<file path="src/rtl/sjb_pkg.sv">
package sjb_pkg;
    typedef enum logic [1:0] {
        ST_IDLE = 2'd0,
        ST_FILL = 2'd1,
        ST_PLAY = 2'd2
    } play_state_e;
endpackage

</file>
<file path="src/rtl/sjb_admit.sv">
// Acceptance decision for incoming packets: sequence field select, window,
// duplicate, head-lock and late-packet checks, plus newest-number tracking.
module sjb_admit
    import sjb_pkg::*;
#(
    parameter int SEQ_W   = 16,
    parameter int SLOT_AW = 4
) (
    input  logic                    clk,
    input  logic                    rst_n,
    input  logic                    cfg_reorder_en,
    input  logic                    cfg_seq_src,
    input  logic                    wr_valid,
    input  logic [SEQ_W-1:0]        wr_cw_seq,
    input  logic [SEQ_W-1:0]        wr_rtp_seq,
    input  play_state_e             play_state,
    input  logic [SEQ_W-1:0]        rd_seq,
    input  logic                    head_locked,
    input  logic [(1<<SLOT_AW)-1:0] filled,
    output logic                    wr_accept,
    output logic                    wr_anchor,
    output logic [SLOT_AW-1:0]      wr_slot,
    output logic [SEQ_W-1:0]        wr_seq
);
    localparam int SLOTS = 1 << SLOT_AW;

    logic [SEQ_W-1:0] seq_sel;
    logic [SEQ_W-1:0] ahead;
    logic [SEQ_W-1:0] lead;
    logic [SEQ_W-1:0] newest_q;
    logic             have_newest_q;
    logic             in_window;
    logic             head_hit;
    logic             is_dup;
    logic             is_newer;
    logic             late_drop;

    always_comb begin
        seq_sel   = cfg_seq_src ? wr_rtp_seq : wr_cw_seq;
        ahead     = seq_sel - rd_seq;
        lead      = seq_sel - newest_q;
        in_window = (ahead < SEQ_W'(SLOTS));
        head_hit  = (ahead == '0) && head_locked;
        is_dup    = filled[seq_sel[SLOT_AW-1:0]];
        is_newer  = (lead != '0) && !lead[SEQ_W-1];
        late_drop = !cfg_reorder_en && have_newest_q && !is_newer;
        wr_anchor = wr_valid && (play_state == ST_IDLE);
        wr_accept = wr_anchor ||
                    (wr_valid && (play_state != ST_IDLE) && in_window &&
                     !head_hit && !is_dup && !late_drop);
        wr_slot   = seq_sel[SLOT_AW-1:0];
        wr_seq    = seq_sel;
    end

    always_ff @(posedge clk or negedge rst_n) begin
        if (!rst_n) begin
            newest_q      <= '0;
            have_newest_q <= 1'b0;
        end else if (wr_accept && (!have_newest_q || is_newer)) begin
            newest_q      <= seq_sel;
            have_newest_q <= 1'b1;
        end
    end
endmodule

</file>
<file path="src/rtl/sjb_slot_store.sv">
// Payload slots with per-slot filled flags and a filled-slot count.
module sjb_slot_store #(
    parameter int SLOT_AW       = 4,
    parameter int PAYLOAD_BYTES = 4,
    parameter int BYTE_W        = 8,
    parameter int BIDX_W        = 2
) (
    input  logic                            clk,
    input  logic                            rst_n,
    input  logic                            wr_en,
    input  logic [SLOT_AW-1:0]              wr_slot,
    input  logic [PAYLOAD_BYTES*BYTE_W-1:0] wr_payload,
    input  logic                            clr_en,
    input  logic [SLOT_AW-1:0]              clr_slot,
    input  logic [SLOT_AW-1:0]              rd_slot,
    input  logic [BIDX_W-1:0]               rd_idx,
    output logic [BYTE_W-1:0]               rd_byte,
    output logic [(1<<SLOT_AW)-1:0]         filled,
    output logic [SLOT_AW:0]                fill_count
);
    localparam int SLOTS = 1 << SLOT_AW;

    logic [BYTE_W-1:0] mem [SLOTS][PAYLOAD_BYTES];

    always_ff @(posedge clk) begin
        if (wr_en) begin
            for (int b = 0; b < PAYLOAD_BYTES; b++) begin
                mem[wr_slot][b] <= wr_payload[b*BYTE_W +: BYTE_W];
            end
        end
    end

    for (genvar s = 0; s < SLOTS; s++) begin : g_flag
        always_ff @(posedge clk or negedge rst_n) begin
            if (!rst_n) begin
                filled[s] <= 1'b0;
            end else if (wr_en && (wr_slot == SLOT_AW'(s))) begin
                filled[s] <= 1'b1;
            end else if (clr_en && (clr_slot == SLOT_AW'(s))) begin
                filled[s] <= 1'b0;
            end
        end
    end

    always_comb begin
        fill_count = '0;
        for (int s = 0; s < SLOTS; s++) begin
            fill_count = fill_count + (SLOT_AW+1)'(filled[s]);
        end
    end

    assign rd_byte = mem[rd_slot][rd_idx];
endmodule

</file>
<file path="src/rtl/sjb_play_fsm.sv">
// Playout state machine: read position, byte index, missing/underrun decisions
// and the registered byte answer.
module sjb_play_fsm
    import sjb_pkg::*;
#(
    parameter int SEQ_W         = 16,
    parameter int SLOT_AW       = 4,
    parameter int PAYLOAD_BYTES = 4,
    parameter int BYTE_W        = 8,
    parameter int BIDX_W        = 2
) (
    input  logic               clk,
    input  logic               rst_n,
    input  logic               rd_req,
    input  logic               anchor,
    input  logic [SEQ_W-1:0]   anchor_seq,
    input  logic [SLOT_AW:0]   cfg_prefill,
    input  logic [SLOT_AW:0]   fill_count,
    input  logic               head_filled,
    input  logic [BYTE_W-1:0]  data_in,
    output play_state_e        play_state,
    output logic [SEQ_W-1:0]   rd_seq,
    output logic [BIDX_W-1:0]  rd_idx,
    output logic               head_locked,
    output logic               clr_en,
    output logic               rd_valid,
    output logic [BYTE_W-1:0]  rd_data,
    output logic               rd_missing,
    output logic               rd_underrun
);
    localparam int SLOTS = 1 << SLOT_AW;

    play_state_e       state_q, state_d;
    logic [SEQ_W-1:0]  seq_q, seq_d;
    logic [BIDX_W-1:0] idx_q, idx_d;
    logic              good_q, good_d;
    logic [SLOT_AW:0]  prefill_eff;
    logic              serving;
    logic              at_head;
    logic              last_byte;
    logic              good_now;
    logic              under_now;
    logic              play_byte;

    always_comb begin
        if (cfg_prefill == '0) begin
            prefill_eff = (SLOT_AW+1)'(1);
        end else if (cfg_prefill > (SLOT_AW+1)'(SLOTS)) begin
            prefill_eff = (SLOT_AW+1)'(SLOTS);
        end else begin
            prefill_eff = cfg_prefill;
        end

        serving   = (state_q == ST_PLAY) && rd_req;
        at_head   = (idx_q == '0);
        last_byte = (idx_q == BIDX_W'(PAYLOAD_BYTES-1));
        good_now  = at_head ? head_filled : good_q;
        under_now = at_head && !head_filled && (fill_count == '0);
        play_byte = serving && !under_now && good_now;
        clr_en    = serving && !under_now && last_byte;

        state_d = state_q;
        seq_d   = seq_q;
        idx_d   = idx_q;
        good_d  = good_q;

        unique case (state_q)
            ST_IDLE: begin
                if (anchor) begin
                    state_d = ST_FILL;
                    seq_d   = anchor_seq;
                end
            end
            ST_FILL: begin
                if (fill_count >= prefill_eff) begin
                    state_d = ST_PLAY;
                end
            end
            ST_PLAY: begin
                if (serving && under_now) begin
                    state_d = ST_FILL;
                end else if (serving) begin
                    if (at_head) begin
                        good_d = head_filled;
                    end
                    if (last_byte) begin
                        idx_d = '0;
                        seq_d = seq_q + SEQ_W'(1);
                    end else begin
                        idx_d = idx_q + BIDX_W'(1);
                    end
                end
            end
            default: state_d = ST_IDLE;
        endcase
    end

    // State register
    always_ff @(posedge clk or negedge rst_n) begin
        if (!rst_n) begin
            state_q <= ST_IDLE;
            seq_q   <= '0;
            idx_q   <= '0;
            good_q  <= 1'b0;
        end else begin
            state_q <= state_d;
            seq_q   <= seq_d;
            idx_q   <= idx_d;
            good_q  <= good_d;
        end
    end

    // Outputs
    always_ff @(posedge clk or negedge rst_n) begin
        if (!rst_n) begin
            rd_valid    <= 1'b0;
            rd_data     <= '0;
            rd_missing  <= 1'b0;
            rd_underrun <= 1'b0;
        end else begin
            rd_valid    <= rd_req;
            rd_data     <= play_byte ? data_in : '0;
            rd_missing  <= rd_req && !play_byte;
            rd_underrun <= rd_req && ((state_q != ST_PLAY) || under_now);
        end
    end

    assign play_state  = state_q;
    assign rd_seq      = seq_q;
    assign rd_idx      = idx_q;
    assign head_locked = (idx_q != '0) || serving;
endmodule

</file>
<file path="src/rtl/seq_jitter_buf.sv">
module seq_jitter_buf
    import sjb_pkg::*;
#(
    parameter int SEQ_W         = 16,
    parameter int SLOT_AW       = 4,
    parameter int PAYLOAD_BYTES = 4,
    parameter int BYTE_W        = 8
) (
    input  logic                            clk,
    input  logic                            rst_n,
    input  logic                            cfg_reorder_en,
    input  logic                            cfg_seq_src,
    input  logic [SLOT_AW:0]                cfg_prefill,
    input  logic                            wr_valid,
    input  logic [SEQ_W-1:0]                wr_cw_seq,
    input  logic [SEQ_W-1:0]                wr_rtp_seq,
    input  logic [PAYLOAD_BYTES*BYTE_W-1:0] wr_payload,
    input  logic                            rd_req,
    output logic                            rd_valid,
    output logic [BYTE_W-1:0]               rd_data,
    output logic                            rd_missing,
    output logic                            rd_underrun
);
    localparam int SLOTS  = 1 << SLOT_AW;
    localparam int BIDX_W = (PAYLOAD_BYTES > 1) ? $clog2(PAYLOAD_BYTES) : 1;

    play_state_e         play_state;
    logic [SEQ_W-1:0]    rd_seq;
    logic [BIDX_W-1:0]   rd_idx;
    logic                head_locked;
    logic                clr_en;
    logic [SLOTS-1:0]    filled;
    logic [SLOT_AW:0]    fill_count;
    logic                wr_accept;
    logic                wr_anchor;
    logic [SLOT_AW-1:0]  wr_slot;
    logic [SEQ_W-1:0]    wr_seq;
    logic [BYTE_W-1:0]   store_byte;

    sjb_admit #(.SEQ_W(SEQ_W), .SLOT_AW(SLOT_AW)) u_admit (
        .clk            (clk),
        .rst_n          (rst_n),
        .cfg_reorder_en (cfg_reorder_en),
        .cfg_seq_src    (cfg_seq_src),
        .wr_valid       (wr_valid),
        .wr_cw_seq      (wr_cw_seq),
        .wr_rtp_seq     (wr_rtp_seq),
        .play_state     (play_state),
        .rd_seq         (rd_seq),
        .head_locked    (head_locked),
        .filled         (filled),
        .wr_accept      (wr_accept),
        .wr_anchor      (wr_anchor),
        .wr_slot        (wr_slot),
        .wr_seq         (wr_seq)
    );

    sjb_slot_store #(
        .SLOT_AW(SLOT_AW), .PAYLOAD_BYTES(PAYLOAD_BYTES),
        .BYTE_W(BYTE_W), .BIDX_W(BIDX_W)
    ) u_store (
        .clk        (clk),
        .rst_n      (rst_n),
        .wr_en      (wr_accept),
        .wr_slot    (wr_slot),
        .wr_payload (wr_payload),
        .clr_en     (clr_en),
        .clr_slot   (rd_seq[SLOT_AW-1:0]),
        .rd_slot    (rd_seq[SLOT_AW-1:0]),
        .rd_idx     (rd_idx),
        .rd_byte    (store_byte),
        .filled     (filled),
        .fill_count (fill_count)
    );

    sjb_play_fsm #(
        .SEQ_W(SEQ_W), .SLOT_AW(SLOT_AW), .PAYLOAD_BYTES(PAYLOAD_BYTES),
        .BYTE_W(BYTE_W), .BIDX_W(BIDX_W)
    ) u_fsm (
        .clk         (clk),
        .rst_n       (rst_n),
        .rd_req      (rd_req),
        .anchor      (wr_anchor),
        .anchor_seq  (wr_seq),
        .cfg_prefill (cfg_prefill),
        .fill_count  (fill_count),
        .head_filled (filled[rd_seq[SLOT_AW-1:0]]),
        .data_in     (store_byte),
        .play_state  (play_state),
        .rd_seq      (rd_seq),
        .rd_idx      (rd_idx),
        .head_locked (head_locked),
        .clr_en      (clr_en),
        .rd_valid    (rd_valid),
        .rd_data     (rd_data),
        .rd_missing  (rd_missing),
        .rd_underrun (rd_underrun)
    );
endmodule

</file>
<file path="config.mk">
export PLATFORM = sky130hd
export DESIGN_NAME = seq_jitter_buf
export DESIGN_NICKNAME = d
export VERILOG_FILES = /design/src/rtl/sjb_pkg.sv /design/src/rtl/sjb_admit.sv /design/src/rtl/sjb_slot_store.sv /design/src/rtl/sjb_play_fsm.sv /design/src/rtl/seq_jitter_buf.sv
export SDC_FILE = /design/constraint.sdc
export NUM_CORES = 1
export LEC_CHECK = 0
export BUFFER_PORTS_ARGS = -buffer_cell sky130_fd_sc_hd__buf_2
export CORE_MARGIN = 1.5
export CORE_UTILIZATION = 62
export DETAILED_ROUTE_END_ITERATION = 6
export PLACE_DENSITY = 0.8
export SLEW_MARGIN = 0
export SYNTH_ARGS = -nofsm -noshare
export SYNTH_HDL_FRONTEND = slang
export SYNTH_SLANG_ARGS = --single-unit
</file>
<file path="constraint.sdc">
create_clock -name clk -period 8.5 [get_ports clk]
set_clock_uncertainty 0.1 [all_clocks]
set_input_delay 0.425 -clock clk [delete_from_list [all_inputs] [get_ports clk]]
set_output_delay 0.425 -clock clk [all_outputs]
set_load 0.02 [all_outputs]
</file>
==> results.json <==
{
  "setup_slack_ns": 2.18,
  "cp.required_ns": 8.93,
  "period_needed_ns": 6.32,
  "p_per_area_nw_per_um2": 361,
  "p_comb_share_pct": 41.0,
  "p_sw_share_pct": 34.2,
  "core_area_um2": 40100,
  "r2r_cells": 18,
  "path_delay_family": "adder cells",
  "io-pin-count": 86,
  "clk_pin_slew_ns": 0.06,
  "wl_per_cell_um": 28.3,
  "synth_top_area_share_pct": 60.5,
  "cts_sinks": 577,
  "syn_nets": 1555,
  "rsz0062_at_grt": "no",
  "num_vias": 14100,
  "r2r_setup_slack_ns": 2.18,
  "r2r_end": "u_fsm.rd_seq[2]$_DFFE_PN0P_",
  "fin_tns_setup_ns": 0,
  "yosys.cell_count.top_type": "edfxtp_1",
  "arrival_ns": 6.75,
  "crit_path_max_fanout": 29,
  "worst_setup_path_start_kind": "register",
  "grt_pass1_wl_um": 89700,
  "htreeDepth": 2,
  "yosysUniqueCellTypes": 81,
  "seqPwrFrac_pct": 34.5,
  "drive_gt1_share_pct": 28.4,
  "cts_resized": 0,
  "grt_antenna_before_repair": 1,
  "synth_common_cells": "512 x edfxtp_1, 174 x mux4_2, 72 x inv_1",
  "drv_cap": 0,
  "period_share_pct": 74.4,
  "yosysSeqAreaShare_pct": 66.9,
  "yosysWarnings": 0,
  "io_buffers": 85,
  "syn_inst": 1422,
  "synth_area_um2": 25400,
  "cts_buffers": 54,
  "regArea_um2": 17000,
  "yosys.area.top_type": "edfxtp_1",
  "synth-seq-cells": 577,
  "path_cells": "ha_1 > inv_1 > fa_1 > inv_1 > fa_1 > fa_1 > inv_1 > fa_1 > fa_1 > fa_1 > nor2b_1 > o21a_1 > or3_1 > a211oi_2 > nor3b_1 > or2_1 > o21ai_0 > a22oi_1",
  "max_slew_margin_pct": 25.7,
  "max_freq_mhz": 158,
  "post-route-util_pct": 70.7,
  "vdd_drop_max_mv": 0.518,
  "r2r-start": "u_store.filled[0]$_DFFE_PN0P_",
  "overflow": 0,
  "post_cts_buffers": 0,
  "cp_slowest_stage_delay_ns": 0.79,
  "routed_wl_um": 59500,
  "drc": 0,
  "grt.total_usage_pct": 29.6,
  "gp_congestion": 0.897,
  "grt_max_degree": 72,
  "clock_path_buffers": 3,
  "dieArea_um2": 42200,
  "fill_cells": 2403,
  "cts_root_buffer": "clkbuf_16",
  "setup_viol_count_final": 0,
  "slowest_stage": "or2_1",
  "synth_edf_count": 512,
  "ys.flop_type": "edfxtp_1",
  "dr.pass1.iters": 5,
  "synthArstFlopShare_pct": 11.3,
  "hold_class": "in -> reg",
  "row_count": 73,
  "tightest_slew_ns": 1.12,
  "critPathLaunch": "u_store.filled[0]$_DFFE_PN0P_",
  "post_drt_via_cell_ratio": 6.70,
  "area_growth_pct": 11.5,
  "crit_buf_inv": 3,
  "power_frac_clock_pct": 24.5,
  "status": "finished, final reports clean",
  "insertion_delay_ns": 0.63,
  "critPathMostFrequentCell": "fa_1",
  "ant_nets": 0,
  "timing_worst_setup_path_type": "reg -> reg",
  "finalHoldViolations": 0,
  "dp_worst_setup_slack_ns": 2.23,
  "intPower_mw": 6.74,
  "slew_viol_final": 0,
  "crit_cells": 18,
  "cellLeakagePower_nw": 9.75,
  "dieWidth_um": 205,
  "die_height_um": 205,
  "crit_end": "u_fsm.rd_seq[2]$_DFFE_PN0P_",
  "synth_area_leaders": "edfxtp_1 61%, mux4_2 15%, dfrtp_1 6.4%",
  "final_nets": 1662,
  "cts_tree": "built",
  "drt_iter0_drc": 1532,
  "grt_pass1_vias": 14300,
  "multi_input_area_um2": 7880,
  "start_util_pct": 63.4,
  "worstSetupEndpointType": "register",
  "hpwl_um": 33900,
  "avgSynthCellArea_um2": 17.9,
  "switching_power_mw": 3.50
}
cells by family after synthesis:
family                     synth area share (%)
xor gates and xnor gates                  0.345
AOI/OAI and AO/OA                          5.58
DFF                                        66.9
buffers and inverters                      2.44
and+or+nand+nor                            4.28
adders and majority gates                  3.21
muxes                                      17.2
repair_timing:
item,4_1_cts,5_1_grt
hold buffers,2,0
hold endpoints to repair,68,0
setup endpoints to repair,0,0
per-stage QoR:
step                      hold slack, ns  area [um2]  power (mW)  std cells
after detailed placement           0.395       26500        7.74       1996
after global routing              0.0600       28300        10.8       2100
after floorplan                   0.0294       25400        6.75       1422
after CTS                         0.0276       28300        10.3       2100
after global placement             0.387       26500        7.61       1996
final                             0.0541       28300        10.2       2102
worst min path at each step:
stage	slack, ns	to	from	cells past startpoint
final	0.05	u_fsm.play_state[0]$_DFFE_PN0P_	wr_valid	3
after global routing	0.06	u_store.mem[2][27]$_DFFE_PP_	wr_payload[3]	1
after CTS	0.03	u_fsm.play_state[0]$_DFFE_PN0P_	wr_valid	3
after detailed placement	0.40	u_admit.newest_q[2]$_DFFE_PN0P_	u_admit.newest_q[2]$_DFFE_PN0P_	1
after global placement	0.39	u_fsm.good_q$_DFFE_PN0P_	u_fsm.good_q$_DFFE_PN0P_	2
after floorplan	0.03	u_admit.have_newest_q$_DFFE_PN0P_	rst_n	0
registers in the layout, summed over array words and instances, names as in the netlist:
signal,cells
u_fsm.rd_missing,1
u_store.mem,512
u_fsm.rd_data,8
u_fsm.rd_seq,16
u_fsm.play_state,2
u_fsm.rd_underrun,1
u_fsm.rd_valid,1
u_store.filled,16
u_fsm.good_q,1
u_fsm.rd_idx,2
u_admit.have_newest_q,1
u_admit.newest_q,16
per-layer routing:
metal | global-route usage [%] | wire length [um] | vias to the layer above
li1 | - | - | 5971
met3 | 4.77 | 4430 | 129
met1 | 40.7 | 23100 | 7279
met4 | 10.0 | 1910 | 0
met5 | 0 | 0 | -
met2 | 48.8 | 30000 | 702
worst register-to-register path, cell delays in order (launching register included):
cell      delay, ns
dfrtp_1        0.41
ha_1           0.29
inv_1          0.04
fa_1           0.47
inv_1          0.05
fa_1           0.45
fa_1           0.50
inv_1          0.05
fa_1           0.46
fa_1           0.43
fa_1           0.47
nor2b_1        0.14
o21a_1         0.14
or3_1          0.13
a211oi_2       0.06
nor3b_1        0.76
or2_1          0.79
o21ai_0        0.26
a22oi_1        0.23
power groups by stage:
| stage | Sequential [mW] | Clock [mW] | Combinational (mW) |
|---|---|---|---|
| final | 3.53 | 2.51 | 4.20 |
| after detailed placement | 3.58 | 0 | 4.16 |
| after floorplan | 3.43 | 0 | 3.32 |
| after global placement | 3.57 | 0 | 4.03 |
| after CTS | 3.53 | 2.53 | 4.22 |
| after global routing | 3.56 | 2.63 | 4.62 |
area by class of cell:
type / count / share of cell area (%)
sequential: 577 / 60.0
multi-input combinational: 707 / 27.8
timing repair buffer: 115 / 2.32
clock inverter: 37 / 1.48
clock buffer: 65 / 5.02
tap: 525 / 2.32
antenna: 2 / 0.0177
inverter: 74 / 0.980
placed cells by master, fill, tap and decap left out, types with 7 or more instances in the layout:
| master | synthesis | routed |
|---|---|---|
| nor3_2 | 0 | 12 |
| mux4_2 | 174 | 174 |
| dfrtp_1 | 65 | 62 |
| clkinv_2 | 0 | 12 |
| inv_1 | 72 | 71 |
| a21oi_1 | 50 | 50 |
| clkbuf_16 | 0 | 54 |
| buf_2 | 15 | 84 |
| nor2_1 | 37 | 33 |
| edfxtp_1 | 512 | 512 |
| nand2b_1 | 11 | 11 |
| bufinv_16 | 0 | 7 |
| nor3_1 | 23 | 11 |
| o22ai_1 | 8 | 8 |
| nand2_1 | 64 | 64 |
| o21ai_0 | 49 | 49 |
| mux2_4 | 8 | 8 |
| mux2i_1 | 11 | 11 |
| a21o_1 | 7 | 7 |
| clkinv_1 | 1 | 8 |
| buf_4 | 0 | 29 |
| fa_1 | 12 | 12 |
| ha_1 | 46 | 46 |
| o31ai_1 | 18 | 18 |
| mux2_2 | 20 | 20 |
| clkbuf_1 | 29 | 8 |
| o21a_1 | 11 | 11 |
| nor2b_1 | 15 | 14 |
| nand3_1 | 25 | 25 |
Note: power is estimated with default switching activity, not from simulation.
